[src/rtl/dio_rd_pkg.sv]
`timescale 1ns/1ps
package dio_rd_pkg;

  typedef enum logic [2:0] {
    PH_OPC,
    PH_ADDR,
    PH_DUMMY,
    PH_DATA,
    PH_REJECT
  } phase_e;

  // strobes from control to datapath
  typedef struct packed {
    logic       shiftOpc;
    logic       shiftAddr;
    logic       incAddr;
    logic       drive;
    logic       otpSel;
    logic [1:0] pairSel;
  } strobes_t;

  localparam logic [7:0] OPC_FAST_A = 8'h0B;
  localparam logic [7:0] OPC_FAST_B = 8'h3B;
  localparam logic [7:0] OPC_FAST_C = 8'hBB;
  localparam logic [7:0] OPC_OTP    = 8'h4B;

  localparam int OtpAddrBits = 6;

  function automatic logic isFastRead(input logic [7:0] op);
    return (op == OPC_FAST_A) || (op == OPC_FAST_B) || (op == OPC_FAST_C);
  endfunction

  // fixed content of the main array, computed instead of stored
  function automatic logic [7:0] mainContent(input logic [15:0] idx);
    return idx[7:0] ^ idx[15:8] ^ 8'hC3;
  endfunction

  function automatic logic [7:0] otpContent(input logic [OtpAddrBits-1:0] off);
    return 8'hC0 | {2'b00, off};
  endfunction

endpackage

[src/rtl/dio_rd_ctrl.sv]
`timescale 1ns/1ps
module dio_rd_ctrl
  import dio_rd_pkg::*;
#(
  parameter int AddrPairs   = 12,
  parameter int DummyCycles = 8
) (
  input  logic       clk,
  input  logic       csN,
  input  logic [7:0] opcNext,
  output strobes_t   strobes,
  output phase_e     phase
);

  localparam int OpcPairs = 4;
  localparam int CntMax   = (AddrPairs > DummyCycles) ? AddrPairs : DummyCycles;
  localparam int CntW     = $clog2(CntMax + 1);

  phase_e          phaseQ;
  logic [CntW-1:0] cnt;
  logic [1:0]      pairQ;
  logic            otpQ;

  // rising-edge sequencing; chip select high clears the transaction
  always_ff @(posedge clk or posedge csN) begin
    if (csN) begin
      phaseQ <= PH_OPC;
      cnt    <= '0;
      pairQ  <= '0;
      otpQ   <= 1'b0;
    end else begin
      case (phaseQ)
        PH_OPC: begin
          if (cnt == CntW'(OpcPairs - 1)) begin
            cnt <= '0;
            if (isFastRead(opcNext)) begin
              phaseQ <= PH_ADDR;
              otpQ   <= 1'b0;
            end else if (opcNext == OPC_OTP) begin
              phaseQ <= PH_ADDR;
              otpQ   <= 1'b1;
            end else begin
              phaseQ <= PH_REJECT;
            end
          end else begin
            cnt <= cnt + 1'b1;
          end
        end
        PH_ADDR: begin
          if (cnt == CntW'(AddrPairs - 1)) begin
            cnt    <= '0;
            phaseQ <= PH_DUMMY;
          end else begin
            cnt <= cnt + 1'b1;
          end
        end
        PH_DUMMY: begin
          if (cnt == CntW'(DummyCycles - 1)) begin
            cnt    <= '0;
            pairQ  <= '0;
            phaseQ <= PH_DATA;
          end else begin
            cnt <= cnt + 1'b1;
          end
        end
        PH_DATA: begin
          pairQ <= pairQ + 2'd1;
        end
        default: begin
          phaseQ <= PH_REJECT;
        end
      endcase
    end
  end

  always_comb begin
    strobes.shiftOpc  = (phaseQ == PH_OPC);
    strobes.shiftAddr = (phaseQ == PH_ADDR);
    strobes.incAddr   = (phaseQ == PH_DATA) && (pairQ == 2'd3);
    strobes.drive     = (phaseQ == PH_DATA);
    strobes.otpSel    = otpQ;
    strobes.pairSel   = pairQ;
  end

  assign phase = phaseQ;

endmodule

[src/rtl/dio_rd_datapath.sv]
`timescale 1ns/1ps
module dio_rd_datapath
  import dio_rd_pkg::*;
#(
  parameter int AddrBits     = 24,
  parameter int MainAddrBits = 10
) (
  input  logic                clk,
  input  logic                csN,
  input  logic [1:0]          dqIn,
  input  strobes_t            strobes,
  output logic [7:0]          opcNext,
  output logic [AddrBits-1:0] curAddr,
  output logic [1:0]          dqOut,
  output logic [1:0]          dqOe
);

  logic [5:0]          opcSr;
  logic [AddrBits-1:0] addrQ;
  logic [15:0]         mainIdx;
  logic [7:0]          curByte;
  logic [1:0]          pairNow;
  logic [1:0]          dqQ;
  logic [1:0]          oeQ;

  assign opcNext = {opcSr, dqIn};

  // command and address shift, burst address advance
  always_ff @(posedge clk or posedge csN) begin
    if (csN) begin
      opcSr <= '0;
      addrQ <= '0;
    end else begin
      if (strobes.shiftOpc) begin
        opcSr <= opcNext[5:0];
      end
      if (strobes.shiftAddr) begin
        addrQ <= {addrQ[AddrBits-3:0], dqIn};
      end else if (strobes.incAddr) begin
        if (strobes.otpSel) begin
          addrQ[OtpAddrBits-1:0] <= addrQ[OtpAddrBits-1:0] + 1'b1;
        end else begin
          addrQ[MainAddrBits-1:0] <= addrQ[MainAddrBits-1:0] + 1'b1;
        end
      end
    end
  end

  assign mainIdx = 16'(addrQ[MainAddrBits-1:0]);

  always_comb begin
    if (strobes.otpSel) begin
      curByte = otpContent(addrQ[OtpAddrBits-1:0]);
    end else begin
      curByte = mainContent(mainIdx);
    end
    case (strobes.pairSel)
      2'd0:    pairNow = curByte[7:6];
      2'd1:    pairNow = curByte[5:4];
      2'd2:    pairNow = curByte[3:2];
      default: pairNow = curByte[1:0];
    endcase
  end

  // falling-edge launch; chip select high releases the lines at once
  always_ff @(negedge clk or posedge csN) begin
    if (csN) begin
      dqQ <= '0;
      oeQ <= '0;
    end else begin
      oeQ <= {2{strobes.drive}};
      dqQ <= strobes.drive ? pairNow : 2'b00;
    end
  end

  assign curAddr = addrQ;
  assign dqOut   = dqQ;
  assign dqOe    = oeQ;

endmodule

[src/rtl/dio_rd_responder.sv]
`timescale 1ns/1ps
module dio_rd_responder
  import dio_rd_pkg::*;
#(
  parameter int MainAddrBits = 10,
  parameter int DummyCycles  = 8
) (
  input  logic       clk,
  input  logic       csN,
  input  logic [1:0] dqIn,
  output logic [1:0] dqOut,
  output logic [1:0] dqOe
);

  localparam int AddrBits  = 24;
  localparam int AddrPairs = AddrBits / 2;

  strobes_t            strobes;
  phase_e              phase;
  logic [7:0]          opcNext;
  logic [AddrBits-1:0] curAddr;

  dio_rd_ctrl #(
    .AddrPairs  (AddrPairs),
    .DummyCycles(DummyCycles)
  ) u_ctrl (
    .clk    (clk),
    .csN    (csN),
    .opcNext(opcNext),
    .strobes(strobes),
    .phase  (phase)
  );

  dio_rd_datapath #(
    .AddrBits    (AddrBits),
    .MainAddrBits(MainAddrBits)
  ) u_dp (
    .clk    (clk),
    .csN    (csN),
    .dqIn   (dqIn),
    .strobes(strobes),
    .opcNext(opcNext),
    .curAddr(curAddr),
    .dqOut  (dqOut),
    .dqOe   (dqOe)
  );

endmodule

[config.mk]
export PLATFORM = sky130hd
export DESIGN_NAME = dio_rd_responder
export DESIGN_NICKNAME = d
export VERILOG_FILES = /design/src/rtl/dio_rd_pkg.sv /design/src/rtl/dio_rd_ctrl.sv /design/src/rtl/dio_rd_datapath.sv /design/src/rtl/dio_rd_responder.sv
export SDC_FILE = /design/constraint.sdc
export NUM_CORES = 1
export LEC_CHECK = 0
export BUFFER_PORTS_ARGS = -buffer_cell sky130_fd_sc_hd__buf_2
export CAP_MARGIN = 10
export CELL_PAD_IN_SITES_DETAIL_PLACEMENT = 0
export CELL_PAD_IN_SITES_GLOBAL_PLACEMENT = 1
export CORE_ASPECT_RATIO = 1.25
export CORE_MARGIN = 2
export CORE_UTILIZATION = 54
export DETAILED_ROUTE_END_ITERATION = 10
export PLACE_DENSITY_LB_ADDON = 0.1
export SETUP_SLACK_MARGIN = 0.5
export SYNTH_ARGS = -nofsm -noshare
export SYNTH_HDL_FRONTEND = slang
export SYNTH_HIERARCHICAL = 1
export SYNTH_SLANG_ARGS = --single-unit
[constraint.sdc]
create_clock -name clk -period 3.45 [get_ports clk]
set_input_delay 0.69 -clock clk [delete_from_list [all_inputs] [get_ports clk]]
set_output_delay 0.69 -clock clk [all_outputs]
set_load 0.03 [all_outputs]
==> flow_summary.yaml <==
place:
  portBuffers: 7
  post-place-ws_ns: 0.419
  routabilityCongestion: 0.835
  hpwl_um: 2330
  dp.cells: 207
detailed_routing:
  wirelength_um: 3320
  first_pass_iters: 4
  wl_per_cell_um: 15.4
  drc: 0
  antenna_left: 0
  drt_iter0_drc: 30
  vias_per_cell: 6.13
  dr_total_vias: 1317
clock_tree:
  post_cts_buffers: 0
  root_buffer: "clkbuf_4"
  cts_tree: "done"
  htree_levels: 2
  clock_latency_ns: 0.33
  clock_path_buffers: 2
  hold_buffers: 0
  cts_buffers: 5
  path_clk_slew_ns: 0.09
  numClockSinks: 29
job:
  max_cap_violations: 0
global_route:
  grt_max_degree: 18
  grt_usage_pct: 22.8
  antenna_found_initial: 0
  grt_pass1_vias: 1338
  grt-ovfl-total: 0
  grt_pass1_wl_um: 5880
synth:
  yosysWarnings: 6
  netlist_instances: 175
  synth_area_mm2: 0.00169
  synth_nets: 182
  syn_avg_cell_area_um2: 9.67
cells_and_area:
  layout-drive-gt1-share_pct: 19.6
  utilization_pct: 61.2
  syn2layout_area_growth_pct: 7.54
  diodes: 0
  multi_input_area_um2: 836
  layoutNonFillerInstCount: 215
  regArea_um2: 727
  n_fill_cell: 267
  final_nets: 185
worst_setup_path:
  cp_slowest_stage_delay_ns: 0.42
  path_max_fanout: 2
  critPathSlowestCell: "dfrtn_1"
  arrival_ns: 2.62
  critical_path.cell_chain: "buf_4"
  startpoint_type: "flop"
  critPathTopFamily: "flip-flops"
  cp-end-kind: "primary output"
  worst-path-buf-inv: 1
  worstSetupPathType: "flop to primary output"
  cp.required_ns: 2.76
die:
  die_area_mm2: 0.00360
  io_pins: 8
  die_h_um: 66.6
  num_rows: 22
  die_x_um: 54.1
  start_util_pct: 56.9
  core_mm2: 0.00297
timing:
  skew_ns: 0.0126
  drv_slew: 0
  setup_slack_ns: 0.142
  hold_ws_ns: 0.366
  hold_viol: 0
  setup_viol_count_final: 0
  fin_tns_setup_ns: 0
  rsz0062_at_grt: "true"
  worst_pin_slew_ns: 0.786
  slew_headroom_pct: 47.2
status:
  status: "finished clean"
worst_hold_path:
  hp-class: "primary input to asynchronous set/reset pin"
pwr:
  power.density_mw_per_mm2: 445
  leakagePower_nw: 0.752
  peakVddDrop_mv: 0.347
placed cells by master, fill, tap and decap left out, types with 4 or more instances in the layout:
master    count
buf_4         7
o21ai_0       9
nor3_1        5
dfrtp_1      25
a21oi_1       7
clkbuf_4      5
inv_1         9
nand2_1      10
nand2b_1      4
nor2_1        9
or3_1         4
nand4_1       5
nand3_1       4
mux2_2        7
layer usage:
layer / vias up / part of all wire (%) / global-route usage (%) / routed length, um
met5: - / 0 / 0 / 0
met4: 0 / 2.4 / 12.8 / 80
met3: 8 / 2.5 / 4.48 / 84
met2: 21 / 52 / 38.7 / 1710
met1: 641 / 43 / 26.0 / 1440
li1: 647 / - / - / -
repair_timing:
item                                    4_1_cts  5_1_grt
endpoints found under the setup margin        6        6
gates resized for setup                       7        0
pin swaps                                     0        0
final cells by class:
| type | instances | area share [%] |
|---|---|---|
| Inverter | 10 | 2.06 |
| Clock inverter | 1 | 1.65 |
| Sequential cell | 29 | 39.9 |
| Clock buffer | 7 | 3.02 |
| Tap cell | 36 | 2.47 |
| Timing Repair Buffer | 12 | 4.95 |
| Multi-Input combinational cell | 120 | 45.9 |
worst paths after layout:
kind                       slack [ns]             from  depth (start not counted)       endpoint
min in group clk                 0.52    u_dp/opcSr[5]                          1  u_dp/opcSr[5]
setup / recovery                 0.14     u_dp/dqOe[0]                          1        dqOe[1]
hold / removal                   0.37              csN                          2  u_ctrl/cnt[2]
hold reg to reg                  0.52    u_dp/opcSr[5]                          1  u_dp/opcSr[5]
max in group asynchronous        1.41              csN                          2   u_dp/dqOe[0]
setup reg to reg                 0.43  u_ctrl/phase[1]                          4  u_dp/dqOut[0]
where the power goes:
group	leakage, nW	switching, mW	internal, mW	total (mW)
Clock	0.0455	0.119	0.173	0.292
Sequential	0.348	0.0522	0.367	0.419
Combinational	0.358	0.0494	0.0506	0.100
flip-flops by register name, summed over array words and instances, names as in the netlist:
register	count
u_ctrl/cnt	4
u_ctrl/otpQ	1
u_ctrl/pairQ	2
u_ctrl/phase	3
u_dp/curAddr	10
u_dp/dqOe	1
u_dp/dqOut	2
u_dp/opcSr	6
per-stage QoR:
step | power [mW] | area (um^2)
after detailed placement | 0.526 | 1720
final | 0.811 | 1820
after global routing | 0.854 | 1820
after global placement | 0.520 | 1720
after floorplan | 0.500 | 1700
after CTS | 0.821 | 1820
Note: power is estimated with default switching activity, not from simulation.
